[src/rtl/scsi_cmd_gate_pkg.sv]
package scsi_cmd_gate_pkg;
    typedef enum logic [1:0] {
        MODE_DISC = 2'd0,
        MODE_INIT = 2'd1,
        MODE_TGT  = 2'd2
    } gate_mode_e;

    localparam logic [2:0] GRP_MISC = 3'd0;
    localparam logic [2:0] GRP_INIT = 3'd1;
    localparam logic [2:0] GRP_TGT  = 3'd2;
    localparam logic [2:0] GRP_DISC = 3'd4;

    localparam logic [6:0] OP_XFER_INFO = 7'h10;
    localparam logic [6:0] OP_MSG_ACC   = 7'h12;
    localparam logic [6:0] OP_SEL_ATN   = 7'h42;
    localparam logic [6:0] OP_SEL_ATNS  = 7'h43;

    localparam logic [7:0] IRQ_FUNC_DONE = 8'h08;
    localparam logic [7:0] IRQ_BUS_SVC   = 8'h10;
    localparam logic [7:0] IRQ_DISCON    = 8'h20;
    localparam logic [7:0] IRQ_ILLEGAL   = 8'h40;

    localparam int SEQ_W = 3;
    localparam logic [SEQ_W-1:0] STEP_IDLE    = 3'd0;
    localparam logic [SEQ_W-1:0] STEP_MSG_OUT = 3'd1;
    localparam logic [SEQ_W-1:0] STEP_CMD     = 3'd4;
endpackage

[src/rtl/gate_group_check.sv]
module gate_group_check
    import scsi_cmd_gate_pkg::*;
(
    input  logic [2:0] group,
    input  logic [1:0] mode,
    output logic       allowed
);
    always_comb begin
        allowed = 1'b0;
        if (group == GRP_MISC) begin
            allowed = 1'b1;
        end else begin
            case (mode)
                MODE_DISC: allowed = (group == GRP_DISC);
                MODE_INIT: allowed = (group == GRP_INIT);
                default:   allowed = 1'b0;
            endcase
        end
    end
endmodule

[src/rtl/gate_mode_tracker.sv]
module gate_mode_tracker
    import scsi_cmd_gate_pkg::*;
(
    input  logic       clk,
    input  logic       rst_n,
    input  logic       hard_rst,
    input  logic       sel_ok,
    input  logic       sel_fail,
    input  logic       msg_acc_go,
    output logic [1:0] mode
);
    gate_mode_e mode_d, mode_q;

    always_comb begin
        mode_d = mode_q;
        if (hard_rst)        mode_d = MODE_DISC;
        else if (sel_fail)   mode_d = MODE_DISC;
        else if (msg_acc_go) mode_d = MODE_DISC;
        else if (sel_ok)     mode_d = MODE_INIT;
    end

    always_ff @(posedge clk or negedge rst_n) begin
        if (!rst_n) mode_q <= MODE_DISC;
        else        mode_q <= mode_d;
    end

    assign mode = mode_q;

    p_hard_rst_disc_r12: assert property (@(posedge clk) disable iff (!rst_n)
        hard_rst |=> (mode == MODE_DISC));
    p_sel_ok_init_r6: assert property (@(posedge clk) disable iff (!rst_n)
        (sel_ok && !sel_fail && !hard_rst && !msg_acc_go) |=> (mode == MODE_INIT));
endmodule

[src/rtl/scsi_cmd_gate.sv]
module scsi_cmd_gate
    import scsi_cmd_gate_pkg::*;
(
    input  logic             clk,
    input  logic             rst_n,
    input  logic             cmd_wr,
    input  logic [7:0]       cmd_wdata,
    input  logic             intr_rd,
    input  logic             sel_ok,
    input  logic             sel_fail,
    input  logic             hard_rst,
    input  logic             xfer_done,
    output logic [1:0]       mode,
    output logic [7:0]       cmd_reg,
    output logic [7:0]       intr_status,
    output logic [SEQ_W-1:0] seq_step,
    output logic             irq,
    output logic             exec_stb,
    output logic [6:0]       exec_code,
    output logic             exec_dma,
    output logic             flags_clr
);
    typedef struct packed {
        logic [7:0]       cmd;
        logic [7:0]       intr;
        logic [SEQ_W-1:0] seq;
        logic             stb;
        logic [6:0]       code;
        logic             dma;
        logic             fclr;
    } gate_regs_t;

    gate_regs_t regs_d, regs_q;
    logic       cmd_ok;
    logic       msg_acc_go;

    gate_group_check u_check (
        .group   (cmd_wdata[6:4]),
        .mode    (mode),
        .allowed (cmd_ok)
    );

    assign msg_acc_go = cmd_wr && cmd_ok && !hard_rst && (cmd_wdata[6:0] == OP_MSG_ACC);

    gate_mode_tracker u_mode (
        .clk        (clk),
        .rst_n      (rst_n),
        .hard_rst   (hard_rst),
        .sel_ok     (sel_ok),
        .sel_fail   (sel_fail),
        .msg_acc_go (msg_acc_go),
        .mode       (mode)
    );

    always_comb begin
        regs_d      = regs_q;
        regs_d.stb  = 1'b0;
        regs_d.fclr = 1'b0;
        if (intr_rd) regs_d.intr = '0;
        if (hard_rst) begin
            regs_d = '0;
        end else begin
            if (xfer_done) begin
                case (regs_q.cmd[6:0])
                    OP_SEL_ATN: begin
                        regs_d.intr = regs_d.intr | IRQ_BUS_SVC | IRQ_FUNC_DONE;
                        regs_d.seq  = STEP_CMD;
                    end
                    OP_SEL_ATNS: begin
                        regs_d.intr = regs_d.intr | IRQ_BUS_SVC;
                        regs_d.seq  = STEP_MSG_OUT;
                    end
                    OP_XFER_INFO: begin
                        regs_d.cmd  = '0;
                        regs_d.intr = regs_d.intr | IRQ_BUS_SVC;
                    end
                    default: ;
                endcase
            end
            if (cmd_wr) begin
                regs_d.cmd = cmd_wdata;
                if (cmd_ok) begin
                    regs_d.stb  = 1'b1;
                    regs_d.code = cmd_wdata[6:0];
                    regs_d.dma  = cmd_wdata[7];
                    if (cmd_wdata[6:0] == OP_MSG_ACC) begin
                        regs_d.intr = regs_d.intr | IRQ_DISCON;
                        regs_d.seq  = STEP_IDLE;
                        regs_d.fclr = 1'b1;
                    end
                end else begin
                    regs_d.intr = regs_d.intr | IRQ_ILLEGAL;
                end
            end
            if (sel_fail) regs_d.intr = IRQ_DISCON;
        end
    end

    always_ff @(posedge clk or negedge rst_n) begin
        if (!rst_n) regs_q <= '0;
        else        regs_q <= regs_d;
    end

    assign cmd_reg     = regs_q.cmd;
    assign intr_status = regs_q.intr;
    assign seq_step    = regs_q.seq;
    assign irq         = |regs_q.intr;
    assign exec_stb    = regs_q.stb;
    assign exec_code   = regs_q.code;
    assign exec_dma    = regs_q.dma;
    assign flags_clr   = regs_q.fclr;

    p_reject_flags_illegal_r3: assert property (@(posedge clk) disable iff (!rst_n)
        (cmd_wr && !cmd_ok && !hard_rst && !sel_fail) |=> intr_status[6] && irq);
    p_strobe_needs_write_r2: assert property (@(posedge clk) disable iff (!rst_n)
        exec_stb |-> $past(cmd_wr));
    p_reject_no_strobe_r5: assert property (@(posedge clk) disable iff (!rst_n)
        (cmd_wr && !cmd_ok) |=> !exec_stb);
    p_read_drops_irq_r11: assert property (@(posedge clk) disable iff (!rst_n)
        (intr_rd && !cmd_wr && !sel_fail && !xfer_done) |=> !irq);
endmodule

[config.mk]
export PLATFORM = sky130hd
export DESIGN_NAME = scsi_cmd_gate
export DESIGN_NICKNAME = d
export VERILOG_FILES = /design/src/rtl/scsi_cmd_gate_pkg.sv /design/src/rtl/gate_group_check.sv /design/src/rtl/gate_mode_tracker.sv /design/src/rtl/scsi_cmd_gate.sv
export SDC_FILE = /design/constraint.sdc
export NUM_CORES = 1
export LEC_CHECK = 0
export ABC_AREA = 1
export CORE_MARGIN = 1
export CORE_UTILIZATION = 50
export CTS_BUF_LIST = sky130_fd_sc_hd__clkbuf_8
export DETAILED_ROUTE_END_ITERATION = 8
export DONT_BUFFER_PORTS = 1
export PLACE_DENSITY = 0.73
export SYNTH_ARGS = -nofsm -noshare
export SYNTH_HDL_FRONTEND = slang
export SYNTH_SLANG_ARGS = --single-unit
[constraint.sdc]
create_clock -name clk -period 1.3 [get_ports clk]
set_clock_uncertainty 0.15 [all_clocks]
set_input_delay 0.195 -clock clk [delete_from_list [all_inputs] [get_ports clk]]
set_output_delay 0.195 -clock clk [all_outputs]
set_load 0.02 [all_outputs]
==> metrics, run 1 <==
Worst Setup End Kind=output pin; max_slew headroom=0.5300; Data arrival, critical path=1000 ps; clock sink total=26; Final #Nets=204; Area Overhead vs Synth=40.54%; largest cells by area after synthesis=dfrtp_1, nand2_1, nor2_1; Syn. warnings=0; Starting DRT DRC Count=33; Hold Path End=cmd_reg[0]; failing checks=setup timing; Synth top cells by count=nand2_1, dfrtp_1, nor2_1; Hold Startpoint=hard_rst; Initial Util=0.5394; Most used DFF post-synth=dfrtp_1; Clock Path Buffers=2; CTS tree=done; R2R depth=7; Syn Inst Count=around 150; Yosys cell types=19; met2 Use GR=0.4167; worst-margin pin slew=702.4 ps; Placeable Area=~0.0023 mm^2; PD cells=about 1100 mW/mm^2; initial antenna violation count=0; Port Buffers=0; largest net degree at the start of global routing=27; Most Used Layer, Global Route=met2; Synth top area share=0.5350; drt drc=0; Seq/Total Area, Yosys=0.5350; area leader, netlist=dfrtp_1; Final Hold Slack=25.75 ps; post-synth design cell area=0.001216 mm^2; hpwl dp=a little under 2 mm; R2R Setup Slk=-30 ps; crit path kind=reg -> out; fin crit share=1.037; total grt overflow=0; Tmin final=1348 ps; clk_lat worst skew=280 ps; WHS Path Cells=3; RePlAce Congestion=0.8136; share of cells above drive strength 1=0.3155; DIE HEIGHT=51.32 um; post-route setup TNS=-351.4 ps; number of synthesized register bits=26; total power=1.839 mW; Max Cap Violations=0; Hold WC Path Type=in -> reg; Global Route met1 Usage=0.3074; worst path required time=950 ps; root buffer cell=clkbuf_8; reg2reg start=u_mode.mode[0]; Worst VDD drop=about 1100 uV; ANT nets after route=0; Max FO, Critical Path=3; routed len/inst=15.51 um; final setup fails=16; row count=17; global-route wire length before repair=about 4.8 mm; max reg flops=8; RSZ-0062 raised after global routing=yes; DRT Pass-1 Iters=4; total number of vias=1,112; Synth async-reset ratio=1.000; number of global-route vias before repair=approximately 1,100; Slew Viols, Final=0; run status=finished with violations; All-Layer GR Usage=0.2516; Die ar.=0.002634 mm^2; clock buffer count from CTS=3; Startpoint Class=flip-flop; Mean Syn Cell Area=7.949 um^2; Fin. Hold Viols=0; GRT met3 Usage=0.07440; final worst setup slack=-47.66 ps; r2r endpoint=exec_dma; DR vias/cell=5.172; n_diodes=0; fill cell count=172; Clock transition at path regs=90 ps; leakage power=0.8956 nW; number of flops mapped to enable cells by yosys=0; # H-tree levels=1; Routed WL=3.335 mm; top-count cell post-synth=nand2_1; worst slack, placed=-6.980 ps; f_max=742.0 MHz; I/O pin count=48; die width=51.32 um
==> power breakdown <==
part	internal (mW)	switching [mW]	total (mW)
Sequential	0.838	0.0509	0.889
Combinational	0.113	0.165	0.278
Clock	0.412	0.260	0.672
Total	1.36	0.475	1.84
==> cells by family after synthesis <==
logic type             count (synthesis)  synth area share
buffers and inverters                 23           0.09259
and+or+nand+nor                       97            0.3426
other                                  1          0.003083
AOI/OAI and AO/OA                      6           0.02675
DFF                                   26            0.5350
==> worst max-delay path, cell delays in order, from the launching register on <==
cell and delay, ps:
dfrtp_2 480, nor2_2 140, nand2_2 110
==> area by class of cell <==
class	instances	area, um^2	share of cell area
tap	28	35.03	0.02050
clock buffer	3	41.29	0.02416
inverter	17	63.81	0.03734
clock inverter	1	30.03	0.01757
timing repair buffer	32	301.5	0.1764
sequential	26	658.1	0.3851
multi-input combinational	108	579.3	0.3389
==> per-layer routing <==
layer,part of all wire,routed length (um),vias up
li1,-,-,530
met2,0.53,1764,44
met3,0.058,192,7
met4,0.016,55,0
met5,0,0,-
met1,0.40,1322,531
==> repair_timing <==
action | 4_1_cts | 5_1_grt
setup buffers | 1 | 6
setup endpoints to repair | 11 | 25
hold endpoints to repair | 52 | 0
pin swaps | 1 | 8
hold buffers | 15 | 0
gates resized for setup | 10 | 30
==> cells in the final DEF, fill, tap and decap left out, types with 2 or more instances in the layout <==
cell,netlist,final
nand2_1,58,50
dfrtp_1,26,20
inv_1,17,15
buf_4,5,14
dlygate4sd3_1,0,13
nor2_1,18,12
nand2_2,1,7
nand3_2,1,7
nor2_2,2,6
dfrtp_2,0,6
conb_1,1,5
nand3_1,11,4
a21oi_1,4,3
clkbuf_8,0,3
buf_6,1,3
inv_2,0,2
nor2_4,0,2
nand2_4,0,2
nand4_1,2,2
==> worst max path at each step <==
stage              startpoint      endpoint  slack (ps)  depth (start not counted)
2_1_floorplan  u_mode.mode[0]   seq_step[0]           6                          6
3_5_place_dp   u_mode.mode[0]  exec_code[3]          -7                          7
3_3_place_gp   u_mode.mode[0]  exec_code[2]          60                          7
5_1_grt        u_mode.mode[0]  exec_code[0]        -100                          7
6_report       intr_status[6]           irq         -50                          2
4_1_cts        intr_status[6]           irq         -20                          2
==> per-stage QoR <==
stage / std cells / utilization / cell area, um^2
floorplan: 157 / - / 1232
global placement: 189 / 0.5738 / 1294
detailed placement: 189 / 0.5738 / 1294
CTS: 209 / 0.6942 / 1565
global route: 215 / 0.7580 / 1709
finish: 215 / 0.7580 / 1709
(Power assumes the default switching activity.)
==> inputs of run 2 (changes only) <==
CORE_UTILIZATION = 30   (was 50)
PLACE_DENSITY = 0.52   (was 0.73)
==> run 2 against run 1 <==
Compared with the run above: the flow still finishes with violations (setup timing); non-clock buffer count rose by 9; register-to-register slack improved by 30 ps; design area rose by 2.9%; utilization fell by 29 points; sequential power fell by 0.8%; clock-buffer cell count did not move; largest cell class unchanged; largest power group unchanged; highest routed layer unchanged.
==> metrics, run 2 (same netlist as run 1, synthesis figures left out) <==
leakage power=0.9221 nW (+3.0%); Hold WC Path Type=in -> reg; DRT Pass-1 Iters=4 (unchanged); All-Layer GR Usage=0.1487 (-0.1028); PD cells=930.8 mW/mm^2 (-13%); RePlAce Congestion=0.7204 (-11%); DR vias/cell=4.516 (-13%); clk_lat worst skew=270 ps (about the same); Final Hold Slack=20.61 ps (-5.145 ps); Worst Setup End Kind=flip-flop; fin crit share=1.015 (-0.02150); f_max=757.7 MHz (+2.1%); hpwl dp=2.114 mm (+7.3%); final worst setup slack=-19.71 ps (+27.95 ps); area of the multi-input gates=554.3 um^2 (-4.3%); Tmin final=1320 ps (-27.95 ps); Most Used Layer, Global Route=met2; Routed WL=3.295 mm (-1.2%); Max FO, Critical Path=5 (+2); Worst VDD drop=820.9 uV (-26%); worst slack, placed=-17.10 ps (-10.12 ps); Starting DRT DRC Count=48 (+45%); total number of vias=1,102 (-0.90%); I/O pin count=48 (unchanged); commonest non-fill, non-tap cells in the layout=nand2_1, dfrtp_1, buf_4, inv_1, dlygate4sd3_1; initial antenna violation count=0 (unchanged); Port Buffers=0 (unchanged); Startpoint Class=input port; Die ar.=0.004313 mm^2 (+64%); Slew Viols, Final=0 (unchanged); total grt overflow=0 (unchanged); Clock transition at path regs=80 ps (about the same); Final Util=0.4662 (-0.2919); Data arrival, critical path=1380 ps (+380 ps); post-route setup TNS=-92.30 ps (+259.1 ps); most common cell after layout, fill and taps aside=nand2_1; Area Overhead vs Synth=44.55%; Initial Util=0.3225 (-0.2169); share of cells above drive strength 1=0.2806 (-0.03490); fill cell count=380 (+120%); GRT met3 Usage=0.05208 (-0.02232); crit path kind=in -> reg; Clock Path Buffers=2 (unchanged); root buffer cell=clkbuf_8; final setup fails=8 (-8); Final #Nets=213 (+4.4%); Fin. Hold Viols=0 (unchanged); worst path required time=1360 ps (+410 ps); run status=finished with violations; max reg flops=8 (unchanged); global-route wire length before repair=4.781 mm (-0.73%); DIE HEIGHT=65.67 um (+28%); met2 Use GR=0.2385 (-0.1781); largest net degree at the start of global routing=27 (unchanged); CTS tree=done; clock sink total=26 (unchanged); ANT nets after route=0 (unchanged); die width=65.67 um (+28%); clock buffer count from CTS=3 (unchanged); failing checks=setup timing; # H-tree levels=1 (unchanged); FF/Latch Area=653.1 um^2 (-0.76%); RSZ-0062 raised after global routing=yes; Global Route met1 Usage=0.1856 (-0.1218); number of global-route vias before repair=1,098 (+2.5%); Placeable Area=0.003771 mm^2 (+67%); n_diodes=0 (unchanged); row count=22 (+5); drt drc=0 (unchanged); routed len/inst=13.50 um (-13%); Max Cap Violations=0 (unchanged)
==> run 2: path summary, 6_finish.rpt <==
check,start,to,slack (ps),cells past startpoint
max in group asynchronous,rst_n,u_mode.mode[0],620,2
min in group asynchronous,rst_n,cmd_reg[4],220,2
min,hard_rst,cmd_reg[4],20,3
max reg2reg,u_mode.mode[0],seq_step[2],0,7
max,hard_rst,exec_code[2],-20,5
min reg2reg,intr_status[3],intr_status[3],430,2
==> run 2: per-layer routing <==
| layer | up-vias | routed length, um |
|---|---|---|
| li1 | 545 | - |
| met1 | 501 | 1446 |
| met2 | 47 | 1535 |
| met3 | 9 | 247 |
| met4 | 0 | 65 |
| met5 | - | 0 |
==> run 2: repair_timing <==
action                                  CTS  global route
hold buffers                             15             2
endpoints found under the setup margin   20            25
cloned                                    0             0
resized for setup                         5            27
pin swaps                                 1            11
endpoints found under the hold margin    52            11
buffers inserted                          3             6
==> run 2: cell type report <==
cell class,instances,share of cell area
Sequential cell,26,0.3715
Multi-Input combinational cell,108,0.3153
Clock inverter,1,0.002135
Timing Repair Buffer,41,0.2157
Clock buffer,3,0.02349
Tap cell,48,0.03416
Inverter,17,0.03772
==> run 2: metrics by stage <==
stage,cells,total power [mW],area (um^2)
after global routing,244,1.720,1758
after global placement,214,1.063,1356
after CTS,236,1.599,1599
after floorplan,157,1.025,1232
after detailed placement,214,1.067,1356
final,244,1.636,1758
==> run 2: power by group <==
part / switching, mW / internal, mW / total [mW]
registers: 0.0449 / 0.837 / 0.882
logic: 0.170 / 0.130 / 0.300
clock network: 0.243 / 0.211 / 0.454
==> run 2: critical path: stages <==
cell and delay, ps:
dlygate4sd3_1 680, nor3_4 240, buf_4 150, nand2_1 40
nand2_1 60
